## src/rtl/acc_dp_pkg.sv

```systemverilog
package acc_dp_pkg;

    localparam int WORD_W = 16;
    localparam int OPC_W  = 3;
    localparam int ADDR_W = WORD_W - OPC_W;
    localparam int CTL_W  = 15;
    localparam int SRC_N  = 6;

    // control word, first member lands in the most significant bit
    typedef struct packed {
        logic mem_wr;
        logic mem_rd;
        logic mar_ld;
        logic pc_ld;
        logic pc_oe;
        logic acc_ld;
        logic acc_oe;
        logic ir_ld;
        logic ir_oe;
        logic rtn_ld;
        logic rtn_oe;
        logic arg_ld;
        logic fsel_hi;
        logic fsel_lo;
        logic buf_oe;
    } ctl_t;

    typedef enum logic [1:0] {
        ALU_ZERO = 2'b00,
        ALU_SUB  = 2'b01,
        ALU_ADD  = 2'b10,
        ALU_INC  = 2'b11
    } alu_op_e;

    // bus source slots
    typedef enum int {
        SRC_MEM = 0,
        SRC_PC  = 1,
        SRC_ACC = 2,
        SRC_IR  = 3,
        SRC_RTN = 4,
        SRC_BUF = 5
    } src_e;

    function automatic logic [SRC_N-1:0] read_strobes(input ctl_t c);
        return {c.buf_oe, c.rtn_oe, c.ir_oe, c.acc_oe, c.pc_oe, c.mem_rd};
    endfunction

    function automatic alu_op_e alu_sel(input ctl_t c);
        return alu_op_e'({c.fsel_hi, c.fsel_lo});
    endfunction

endpackage

```

## src/rtl/dp_reg.sv

```systemverilog
module dp_reg #(
    parameter int W = 16
) (
    input  logic         clk,
    input  logic         rst,
    input  logic         ld,
    input  logic [W-1:0] d,
    output logic [W-1:0] q
);
    always_ff @(posedge clk) begin
        if (rst)
            q <= '0;
        else if (ld)
            q <= d;
    end
endmodule

```

## src/rtl/dp_jkff.sv

```systemverilog
module dp_jkff (
    input  logic clk,
    input  logic rst,
    input  logic j,
    input  logic k,
    output logic q
);
    always_ff @(posedge clk) begin
        if (rst)
            q <= 1'b0;
        else
            q <= (j & ~q) | (~k & q);
    end
endmodule

```

## src/rtl/dp_alu.sv

```systemverilog
module dp_alu
    import acc_dp_pkg::*;
#(
    parameter int W = 16
) (
    input  alu_op_e      op,
    input  logic [W-1:0] arg,
    input  logic [W-1:0] opnd,
    output logic [W-1:0] res
);
    always_comb begin
        unique case (op)
            ALU_INC:  res = opnd + W'(1);
            ALU_ADD:  res = arg + opnd;
            ALU_SUB:  res = arg - opnd;
            default:  res = '0;
        endcase
    end
endmodule

```

## src/rtl/dp_bus_select.sv

```systemverilog
module dp_bus_select #(
    parameter int W = 16,
    parameter int N = 6
) (
    input  logic [N-1:0]        rd_en,
    input  logic [N-1:0][W-1:0] src,
    output logic [W-1:0]        bus,
    output logic                conflict
);
    logic [W-1:0] merged;
    logic         seen;
    logic         multi;

    always_comb begin
        merged = '0;
        seen   = 1'b0;
        multi  = 1'b0;
        for (int i = 0; i < N; i++) begin
            merged = merged | (src[i] & {W{rd_en[i]}});
            multi  = multi | (seen & rd_en[i]);
            seen   = seen | rd_en[i];
        end
    end

    assign conflict = multi;
    assign bus      = multi ? '0 : merged;
endmodule

```

## src/rtl/bus_accum_datapath.sv

```systemverilog
module bus_accum_datapath
    import acc_dp_pkg::*;
#(
    parameter int W    = acc_dp_pkg::WORD_W,
    parameter int OP_W = acc_dp_pkg::OPC_W,
    localparam int AW  = W - OP_W
) (
    input  logic                clk,
    input  logic                rst,
    input  logic [CTL_W-1:0]    ctl,
    input  logic [W-1:0]        mem_rdata,
    output logic [AW-1:0]       mem_addr,
    output logic [W-1:0]        mem_wdata,
    output logic                mem_wr,
    output logic                mem_req,
    output logic                acc_zero,
    output logic [OP_W-1:0]     opcode,
    output logic                iack,
    output logic                bus_conflict
);
    ctl_t c;
    assign c = ctl_t'(ctl);

    logic [W-1:0]  bus;
    logic [W-1:0]  alu_res;
    logic [W-1:0]  pc_q, acc_q, ir_q, rtn_q, arg_q, buf_q;
    logic [AW-1:0] mar_q;
    logic [SRC_N-1:0][W-1:0] srcs;

    always_comb begin
        srcs          = '0;
        srcs[SRC_MEM] = mem_rdata;
        srcs[SRC_PC]  = pc_q;
        srcs[SRC_ACC] = acc_q;
        srcs[SRC_IR]  = ir_q;
        srcs[SRC_RTN] = rtn_q;
        srcs[SRC_BUF] = buf_q;
    end

    dp_bus_select #(.W(W), .N(SRC_N)) u_bus (
        .rd_en    (read_strobes(c)),
        .src      (srcs),
        .bus      (bus),
        .conflict (bus_conflict)
    );

    dp_reg #(.W(AW)) u_mar (.clk(clk), .rst(rst), .ld(c.mar_ld), .d(bus[AW-1:0]), .q(mar_q));
    dp_reg #(.W(W))  u_pc  (.clk(clk), .rst(rst), .ld(c.pc_ld),  .d(bus), .q(pc_q));
    dp_reg #(.W(W))  u_acc (.clk(clk), .rst(rst), .ld(c.acc_ld), .d(bus), .q(acc_q));
    dp_reg #(.W(W))  u_ir  (.clk(clk), .rst(rst), .ld(c.ir_ld),  .d(bus), .q(ir_q));
    dp_reg #(.W(W))  u_rtn (.clk(clk), .rst(rst), .ld(c.rtn_ld), .d(bus), .q(rtn_q));
    dp_reg #(.W(W))  u_arg (.clk(clk), .rst(rst), .ld(c.arg_ld), .d(bus), .q(arg_q));

    dp_alu #(.W(W)) u_alu (
        .op   (alu_sel(c)),
        .arg  (arg_q),
        .opnd (bus),
        .res  (alu_res)
    );

    // result buffer: captured on every edge
    dp_reg #(.W(W)) u_buf (.clk(clk), .rst(rst), .ld(1'b1), .d(alu_res), .q(buf_q));

    dp_jkff u_ack (.clk(clk), .rst(rst), .j(c.rtn_ld), .k(c.rtn_oe), .q(iack));

    assign mem_wr    = c.mem_wr;
    assign mem_req   = c.mem_wr | c.mem_rd;
    assign mem_wdata = c.mem_wr ? bus : '0;
    assign mem_addr  = mar_q;
    assign acc_zero  = (acc_q == '0);
    assign opcode    = ir_q[W-1 -: OP_W];
endmodule

```

## config.mk

```make
export PLATFORM = sky130hd
export DESIGN_NAME = bus_accum_datapath
export DESIGN_NICKNAME = d
export VERILOG_FILES = /design/src/rtl/acc_dp_pkg.sv /design/src/rtl/dp_reg.sv /design/src/rtl/dp_jkff.sv /design/src/rtl/dp_alu.sv /design/src/rtl/dp_bus_select.sv /design/src/rtl/bus_accum_datapath.sv
export SDC_FILE = /design/constraint.sdc
export NUM_CORES = 1
export LEC_CHECK = 0
export CAP_MARGIN = 40
export CORE_MARGIN = 5
export CORE_UTILIZATION = 45
export DETAILED_ROUTE_END_ITERATION = 6
export DONT_BUFFER_PORTS = 1
export SLEW_MARGIN = 5
export SYNTH_ARGS = -nofsm -noshare
export SYNTH_HDL_FRONTEND = slang
export SYNTH_SLANG_ARGS = --single-unit
export TNS_END_PERCENT = 30
```

## constraint.sdc

```tcl
create_clock -name clk -period 5.9 [get_ports clk]
set_clock_uncertainty 0.15 [all_clocks]
set_input_delay 0 -clock clk [delete_from_list [all_inputs] [get_ports clk]]
set_output_delay 0 -clock clk [all_outputs]
set_load 0.01 [all_outputs]
```

* Word level (Yosys, flattened, before mapping)
Cells that the tools add are included.
** Cells by class
- Reduce and logical (&&, ||, !) cells :: 1
- Equality and inequality tests :: 3
- Muxes and demuxes :: 3
- Bitwise logic cells :: 30
- Add/subtract/negate cells :: 3
** Operator list (count)
- $and A16 B16 Y16 :: 6
- $or A16 B16 Y16 :: 5
- $pmux W16 S3 :: 1
- $mux W16 :: 2
- $add A16 B1 Y16 const B :: 1
- $add A16 B16 Y16 :: 1
- $logic_not A16 Y1 :: 1
- $sub A16 B16 Y16 :: 1
- $or A1 B1 Y1 :: 10
- $and A1 B1 Y1 :: 7
- $eq A2 B2 Y1 const B :: 2
- $eq A2 B1 Y1 const B :: 1
- $not A1 Y1 :: 2
** Word-level totals
- Bits of input ports :: 33
- Flip-flop bits (word level) :: 110
- Output and inout bits :: 37
- Word-level logic and storage cells :: 48

* Logic depth before layout (Yosys ltp)
Gate-level depths: netlist (run 1).
- Depth in word-level cells :: 9
- Depth in mapped cells :: 22
- Gate-level depth less buffers :: 19

* By module
A second synthesis (run 1) with hierarchy kept.
** Second synthesis, totals
- Cells, all modules :: 693
- Area, all modules :: 6461.2 um2
** Modules (own cells, without submodules)
- dp_reg at u_acc ... :: seq. area each 320.3 um2, times used 6, cells an instance 52, area each 580.6 um2
- dp_alu :: seq. area each 0.0 um2, times used 1, cells an instance 225, area each 1501.4 um2
- dp_bus_select :: seq. area each 0.0 um2, times used 1, cells an instance 85, area each 797.0 um2
- dp_reg at u_mar :: seq. area each 260.2 um2, times used 1, cells an instance 42, area each 474.2 um2
- bus_accum_datapath :: seq. area each 0.0 um2, times used 1, cells an instance 25, area each 156.4 um2
- dp_jkff :: seq. area each 20.0 um2, times used 1, cells an instance 4, area each 48.8 um2

* Worst setup path after synthesis (run 1)
No wires, ideal clock.
- Kind :: input to register
- Start point :: input port ctl[6]
- End point :: register u_buf.q[12]
- Setup time :: 0.132 ns
- Path slack :: 1.790 ns
- Data required time :: 5.618 ns
- Path buffers :: 3
- Data arrival time :: 3.827 ns
- Stages on the path :: 19
- Cells stage by stage :: buf_4 or4_1 nor2_2 a21o_2 inv_2 buf_6 nor2_1 buf_2 inv_1 ha_1 mux2i_1 fa_1 a21o_1 a21o_1 a2111oi_0 o31a_1 o21ai_0 xnor2_1 o22ai_1
** On the way
- Longest elaborated chain between the ends :: 7
** RTL lines
- from (decl) :: RTL line bus_accum_datapath.sv:10 : input logic [CTL_W-1:0] ctl,
- $and A1 B1 Y1 / $or A1 B1 Y1 (equally long branches) :: RTL line dp_bus_select.sv:20, dp_bus_select.sv:21
- $or A1 B1 Y1, or another cell as far along :: RTL line dp_bus_select.sv:20 : multi = multi | (seen & rd_en[i]);
- $or A1 B1 Y1 / $and A1 B1 Y1 (equally long branches) :: RTL line dp_bus_select.sv:20
- $or A1 B1 Y1 (*) :: RTL line dp_bus_select.sv:20
- net bus_conflict :: RTL line bus_accum_datapath.sv:19 : output logic bus_conflict
- $mux W16 (*) :: RTL line dp_bus_select.sv:26 : assign bus = multi ? '0 : merged;
- net bus[1] :: RTL line bus_accum_datapath.sv:24 : logic [W-1:0] bus;
- $sub A16 B16 Y16, or another cell as far along :: RTL line dp_alu.sv:15 : ALU_SUB: res = arg - opnd;
- $pmux W16 S3 (*) :: RTL line dp_alu.sv:12 : unique case (op)
- to (signal assigned) :: RTL line dp_reg.sv:12 : q <= '0;
- to (signal assigned) :: RTL line dp_reg.sv:14 : q <= d;
- to (decl) :: RTL line dp_reg.sv:8 : output logic [W-1:0] q
The timed path passes the listed nets; every way through them passes the cells marked *.
A chain may end at the register's enable or synchronous reset.

* Final worst setup path (run 1)
- Start point :: register u_pc.q[3]
- End point :: register u_buf.q[15]
** On the way
- Longest elaborated chain between the ends :: 9
** RTL lines
- from (decl) :: RTL line dp_reg.sv:8
- from (signal assigned) :: RTL line dp_reg.sv:12
- from (signal assigned) :: RTL line dp_reg.sv:14
- $and A16 B16 Y16 (*) :: RTL line dp_bus_select.sv:19 : merged = merged | (src[i] & {W{rd_en[i]}});
- $or A16 B16 Y16 (*) (5 in a row) :: RTL line dp_bus_select.sv:19
- $mux W16 (*) :: RTL line dp_bus_select.sv:26
- $sub A16 B16 Y16, or another cell as far along :: RTL line dp_alu.sv:15
- $pmux W16 S3 (*) :: RTL line dp_alu.sv:12
Every way passes the cells marked *; elsewhere a longest branch is shown, timed or not.

==> metrics.csv, run 1 <==
stage;metric;value;unit
run_status;outcome;complete, no violations;
timing;finalCriticalPeriod;4120;ps
global_routing;grt_max_degree;96;
pwr;power_leakage;2.75;nW
pwr;vdd_drop_max;0.000184;V
place;routabilityCongestion;0.908;
die;start_util;45.8;%
critical_path;critPathLaunchType;flip-flop;
synthesis;synth_area;6070;µm²
routing;ant_nets;0;
pwr;combPwrFrac;18.8;%
clocking;root_buffer;clkbuf_16;
clocking;numClockSinks;110;
clocking;tritoncts;done;
critical_path;required;6000;ps
timing;fmax;243;MHz
synthesis;ys_ff_latch;110;
clocking;cts_buffers;9;
critical_path;path_cells;a22oi_1, nand3_1, or4_4, o21a_1, nor2_1, a21oi_1, xnor2_1, ha_1, nand3_1, a211oi_1, o21ai_0, a41oi_1, a31o_2, a211oi_1, nand3b_1;
pwr;power_switching;0.496;mW
pwr;p_seq_share;44.6;%
finish;design_area;6590;µm²
synthesis;syn_area_per_cell;8.83;µm²
timing;setup_tns;0;ps
synthesis;yosys-top-cells-count;nor2_1 (126), dfxtp_1 (110), mux2i_1 (97), a22oi_1 (51), clkbuf_1 (27);
die;die_h;126;µm
routing;drc;0;
synthesis;yosysWarningCount;0;
critical_path;cp_slowest_cell;or4_4;
pwr;p_sw_share;28.5;%
timing;tightest_slew;784;ps
routing;via_count;4982;
synthesis;yosys.area.top_type;dfxtp_1;
routing;avgViaCountPerCell;5.90;
routing;drt_first_iter_violations;492;
clocking;htreeDepth;3;
die;num_io_pins;70;
synthesis;synthFlopType;dfxtp_1;
clocking;cts_resized;0;
critical_path;crit_family;compound AO/OA/AOI/OAI gates;
synthesis;synth_most_common_cell;nor2_1;
pwr;clkPwrFrac;36.5;%
synthesis;seq_area_frac_synth;36.3;%
finish;area_growth;8.60;%
global_routing;grt_pass1_vias;4896;
run;maxCapViolCount;0;
critical_path;path_buf_inv;0;
critical_path;crit_arrival;4220;ps
die;die_w;126;µm
finish;fin_util;49.8;%
place;dp_cells;807;
clocking;insertion_delay;360;ps
timing;hold_violations;0;
synthesis;syn_inst;687;
place;port_buffers;0;
synthesis;synth_cell_type_count;58;
place;dpl-instance-area;6020;µm²
timing;slew_violations;0;
timing;slew-limit-headroom;47.6;%
finish;diodes;0;
pwr;p_per_area;264;nW/µm²
critical_path;end_kind;flip-flop;
min_path;hold_class;in -> out;
global_routing;grt-ovfl-total;0;
finish;final_cells;844;
timing;setup_viol;0;
critical_path;critPathKind;reg -> reg;
global_routing;track_usage;22.0;%
place;hpwl;12000;µm
global_routing;grt_pass1_wl;27900;µm
timing;post-route-period-util;69.9;%
synthesis;synth_top_cell_area_share;36.3;%
timing;rsz0062_at_grt;false;
synthesis;synth_edf_count;0;
timing;holdWs;0.868;ps
routing;avgRoutedWirePerCell;20.6;µm
clocking;clk_pin_slew_worst_paths;80;ps
pwr;p_int;1.25;mW
critical_path;path_max_fanout;7;
die;core.rowCount;42;
critical_path;slowest_delay;590;ps
die;coreArea;13200;µm²
synthesis;syn_nets;741;
clocking;cts_buffer_depth;2;
routing;drt_wl_total;17400;µm
global_routing;antenna_found_initial;1;
finish;final_nets;717;
finish;drive_above_1_share;6.59;%
synthesis;synth.area.top_cells;dfxtp_1 (36%), mux2i_1 (16%), nor2_1 (7.8%);
die;die-area;15900;µm²
synthesis;async_flop_share;0;%
routing;drt-pass1-iter-count;5;
[cells in the final DEF (no fill, tap or decap), drive strengths merged, types with 2 or more instances in the layout]
cell type / count
nor2: 131
dfxtp: 110
mux2i: 97
a22oi: 51
and3: 22
xnor2: 21
ha: 20
nand3: 20
inv: 16
a21oi: 15
dlygate4sd3: 15
xor2: 14
and2: 13
nand2: 13
clkbuf: 11
buf: 10
o21ai: 8
o22ai: 7
nor3: 7
nor4: 7
nand4: 6
a21o: 5
a211oi: 4
or4: 4
o31ai: 3
o21a: 3
a31oi: 3
or2: 3
nor2b: 3
a2111o: 2
a41oi: 2
o21bai: 2
nand4b: 2
o31a: 2
nor4b: 2
[power by group through the flow]
stage	Clock, mW	Combinational (mW)	Sequential [mW]
6_report	0.636	0.328	0.778
4_1_cts	0.651	0.321	0.777
3_3_place_gp	0	0.271	0.795
3_5_place_dp	0	0.280	0.795
2_1_floorplan	0	0.261	0.789
5_1_grt	0.685	0.360	0.780
[flip-flops by register name, indices dropped and copies added (netlist names)]
register / flops
u_acc.q: 16
u_arg.q: 16
u_buf.q: 16
u_ir.q: 16
u_pc.q: 16
u_rtn.q: 16
u_mar.q: 13
u_ack.q: 1
[routing by layer]
| layer | GRT usage (%) | wire [µm] |
|---|---|---|
| met1 | 29.7 | 7950 |
| met2 | 34.5 | 7980 |
| met3 | 6.31 | 1240 |
| met4 | 5.80 | 215 |
| met5 | 0 | 13 |
[through the flow]
stage          power (mW)  setup slack [ps]
3_3_place_gp         1.07              1290
2_1_floorplan        1.05              1790
5_1_grt              1.82              1360
6_report             1.74              1780
3_5_place_dp         1.07              1410
4_1_cts              1.75              1800
[timing repair]
action,4_1_cts,5_1_grt
endpoints found under the hold margin,102,0
hold buffers,16,0
buffers inserted,0,0
[worst register-to-register path, cell delays in order (launching register included)]
cell and delay [ps]:
dfxtp_1 320, a22oi_1 260, nand3_1 290, or4_4 590, o21a_1 250, nor2_1 150, a21oi_1 110, xnor2_1 170
ha_1 330, nand3_1 140, a211oi_1 230, o21ai_0 210, a41oi_1 380, a31o_2 230, a211oi_1 50, nand3b_1 160
[final timing paths]
kind / start / end / slack, ps / cells after the start
setup / recovery: u_pc.q[3] / u_buf.q[15] / 1780 / 15
hold / removal: ctl[14] / mem_wdata[15] / 0.9 / 1
setup reg to reg: u_pc.q[3] / u_buf.q[15] / 1780 / 15
hold reg to reg: u_pc.q[1] / u_pc.q[1] / 350 / 2
[final cells by class]
type	count	area (µm²)
Fill cell	1282	6650
Multi-Input combinational cell	504	3520
Sequential cell	110	2200
Timing Repair Buffer	25	288
Clock buffer	11	243
Tap cell	176	220
Clock inverter	5	63.8
Inverter	13	48.8
[cell families after synthesis]
kind of cell    Yosys count  synth area share [%]
mux                      97                  16.0
xor+xnor                 35                  5.05
compound gates          113                  13.2
flops                   110                  36.3
simple gates            237                  19.2
buf+inv                  73                  5.63
fa+ha+maj                22                  4.64
No activity file was read; power rests on OpenSTA's default activity.
==> run 2: changes to the inputs <==
==> constraint.sdc (replaced) <==
create_clock -name clk -period 4.1 [get_ports clk]
set_clock_uncertainty 0.15 [all_clocks]
set_input_delay 0 -clock clk [delete_from_list [all_inputs] [get_ports clk]]
set_output_delay 0 -clock clk [all_outputs]
set_load 0.01 [all_outputs]
==> run 2 against run 1 <==
  * Total power up 44%
  * Largest cell class unchanged
  * Worst hold slack worse by 1.4 ps
  * Sequential power up 44%
  * Largest power group unchanged
  * Routed wire length down 0.26%
  * Combinational power up 52%
  * Worst setup slack worse by 1500 ps
  * Via count up 0.30%
  * Cell count up 1.7%
  * Global-route usage down 0.43 points
  * Critical path depth down 2
  * The run now ends with hold timing left
  * Clock-buffer cell count unchanged
  * Die area unchanged
==> metrics.csv, run 2 (same netlist as run 1, synthesis figures left out) <==
stage;metric;value;unit
clocking;tritoncts;done;
run_status;outcome;finished with violations;
clocking;root_buffer;clkbuf_16;
timing;tightest_slew;781;ps
finish;final_cell_mix;nor2_1 (126), dfxtp_1 (110), mux2i_1 (97);
run;maxCapViolCount;0;
die;start_util;45.8;%
global_routing;grt_pass1_vias;4898;
die;coreArea;13200;µm²
critical_path;critPathKind;reg -> reg;
clocking;postCtsSetupRepairBufs;0;
place;hpwl;12100;µm
place;port_buffers;0;
timing;post-route-period-util;94.0;%
global_routing;grt-ovfl-total;0;
routing;drt-pass1-iter-count;5;
min_path;min_from;ctl[14];
timing;slew_violations;0;
critical_path;crit_arrival;3970;ps
routing;avgRoutedWirePerCell;20.2;µm
die;num_io_pins;70;
timing;rsz0062_at_grt;false;
place;dpl-instance-area;6120;µm²
place;pre_cts_ws;123;ps
global_routing;grt_pass1_wl;27400;µm
clocking;cts_buffer_depth;2;
finish;design_area;6710;µm²
finish;multi_input_area;3550;µm²
timing;finalCriticalPeriod;3850;ps
timing;setup_slack;246;ps
routing;ant_nets;0;
die;die_w;126;µm
routing;via_count;4997;
critical_path;ff2ff_setup_slack;250;ps
critical_path;required;4210;ps
global_routing;track_usage;21.6;%
min_path;hold_class;in -> out;
routing;drc;0;
die;die-area;15900;µm²
critical_path;reg2regPathDepth;13;
finish;final_nets;731;
finish;regArea;2200;µm²
min_path;hold_end;mem_wdata[15];
critical_path;critPathLaunchType;flip-flop;
finish;final_common_cell;nor2_1;
finish;drive_above_1_share;9.09;%
clocking;clk_pin_slew_worst_paths;80;ps
finish;area_growth;10.6;%
timing;setup_tns;0;ps
timing;slew-limit-headroom;47.7;%
critical_path;path_max_fanout;6;
clocking;htreeDepth;3;
clocking;numClockSinks;110;
routing;drt_first_iter_violations;476;
global_routing;grt_max_degree;97;
routing;avgViaCountPerCell;5.82;
routing;drt_wl_total;17400;µm
pwr;vdd_drop_max;0.000303;V
timing;setup_viol;0;
finish;fin_util;50.7;%
finish;diodes;0;
timing;holdWs;-0.562;ps
critical_path;r2r-end;u_buf.q[14];
run_status;violations;hold timing;
timing;fmax;259;MHz
clocking;cts_buffers;9;
critical_path;rr_startpoint;u_ir.q[6];
pwr;power_leakage;2.82;nW
die;core.rowCount;42;
place;routabilityCongestion;0.955;
clocking;insertion_delay;360;ps
global_routing;antenna_found_initial;0;
finish;fillCellCount;1265;
die;die_h;126;µm
pwr;p_total;2.50;mW
min_path;min_path_cells;1;
pwr;p_per_area;373;nW/µm²
critical_path;end_kind;flip-flop;
timing;hold_violations;1;
[run 2: worst max path at each step]
stage	start	slack (ps)	endpoint
2_1_floorplan	ctl[6]	80	u_buf.q[12]
4_1_cts	u_ir.q[6]	80	u_buf.q[14]
3_5_place_dp	ctl[8]	120	u_buf.q[14]
3_3_place_gp	u_ir.q[6]	170	u_buf.q[14]
6_report	u_ir.q[6]	250	u_buf.q[14]
5_1_grt	u_acc.q[2]	20	u_buf.q[14]
[run 2: stage by stage]
step	std cells	hold WS, ps
after detailed placement	820	-150
after global routing	858	3.39
final	858	-0.562
after global placement	820	-150
after floorplan	687	-58.2
after CTS	853	0.961
[run 2: per-layer routing]
metal	up-vias	GRT usage [%]	share of wire, %	wire length (µm)
li1	2406	-	-	-
met1	2417	29.1	45	7850
met2	158	33.8	47	8090
met3	16	6.27	6.8	1180
met4	0	5.87	1.4	243
met5	-	0	0	0
[run 2: worst max-delay path: stages (launching register included)]
cell and delay (ps):
dfxtp_1 330, a22oi_2 230, nand3_2 160, or4_4 600, o21a_1 250, nor4_4 370
nor2_1 100, xnor2_1 160, ha_1 330, nand2_1 120, nor4_2 310, o211ai_1 170
and3b_1 210, o31ai_1 260
[run 2: timing repair]
item                                    4_1_cts  5_1_grt
resized for setup                             0        5
endpoints found under the setup margin        0        2
hold buffers                                 17        0
hold endpoints to repair                    104        0
[run 2: final cells by class]
type                    instances  share of cell area, %
well taps                     176                   3.28
multi-input cells             504                   53.0
clock inverters                 5                  0.727
flip-flops and latches        110                   32.8
clock buffers                  11                   3.77
repair buffers                 39                   5.71
inverters                      13                  0.727
[run 2: power by group]
group / leakage, nW / switching (mW) / internal, mW
sequential: 0.890 / 0.0182 / 1.10
combinational: 1.78 / 0.290 / 0.209
clock: 0.150 / 0.427 / 0.459
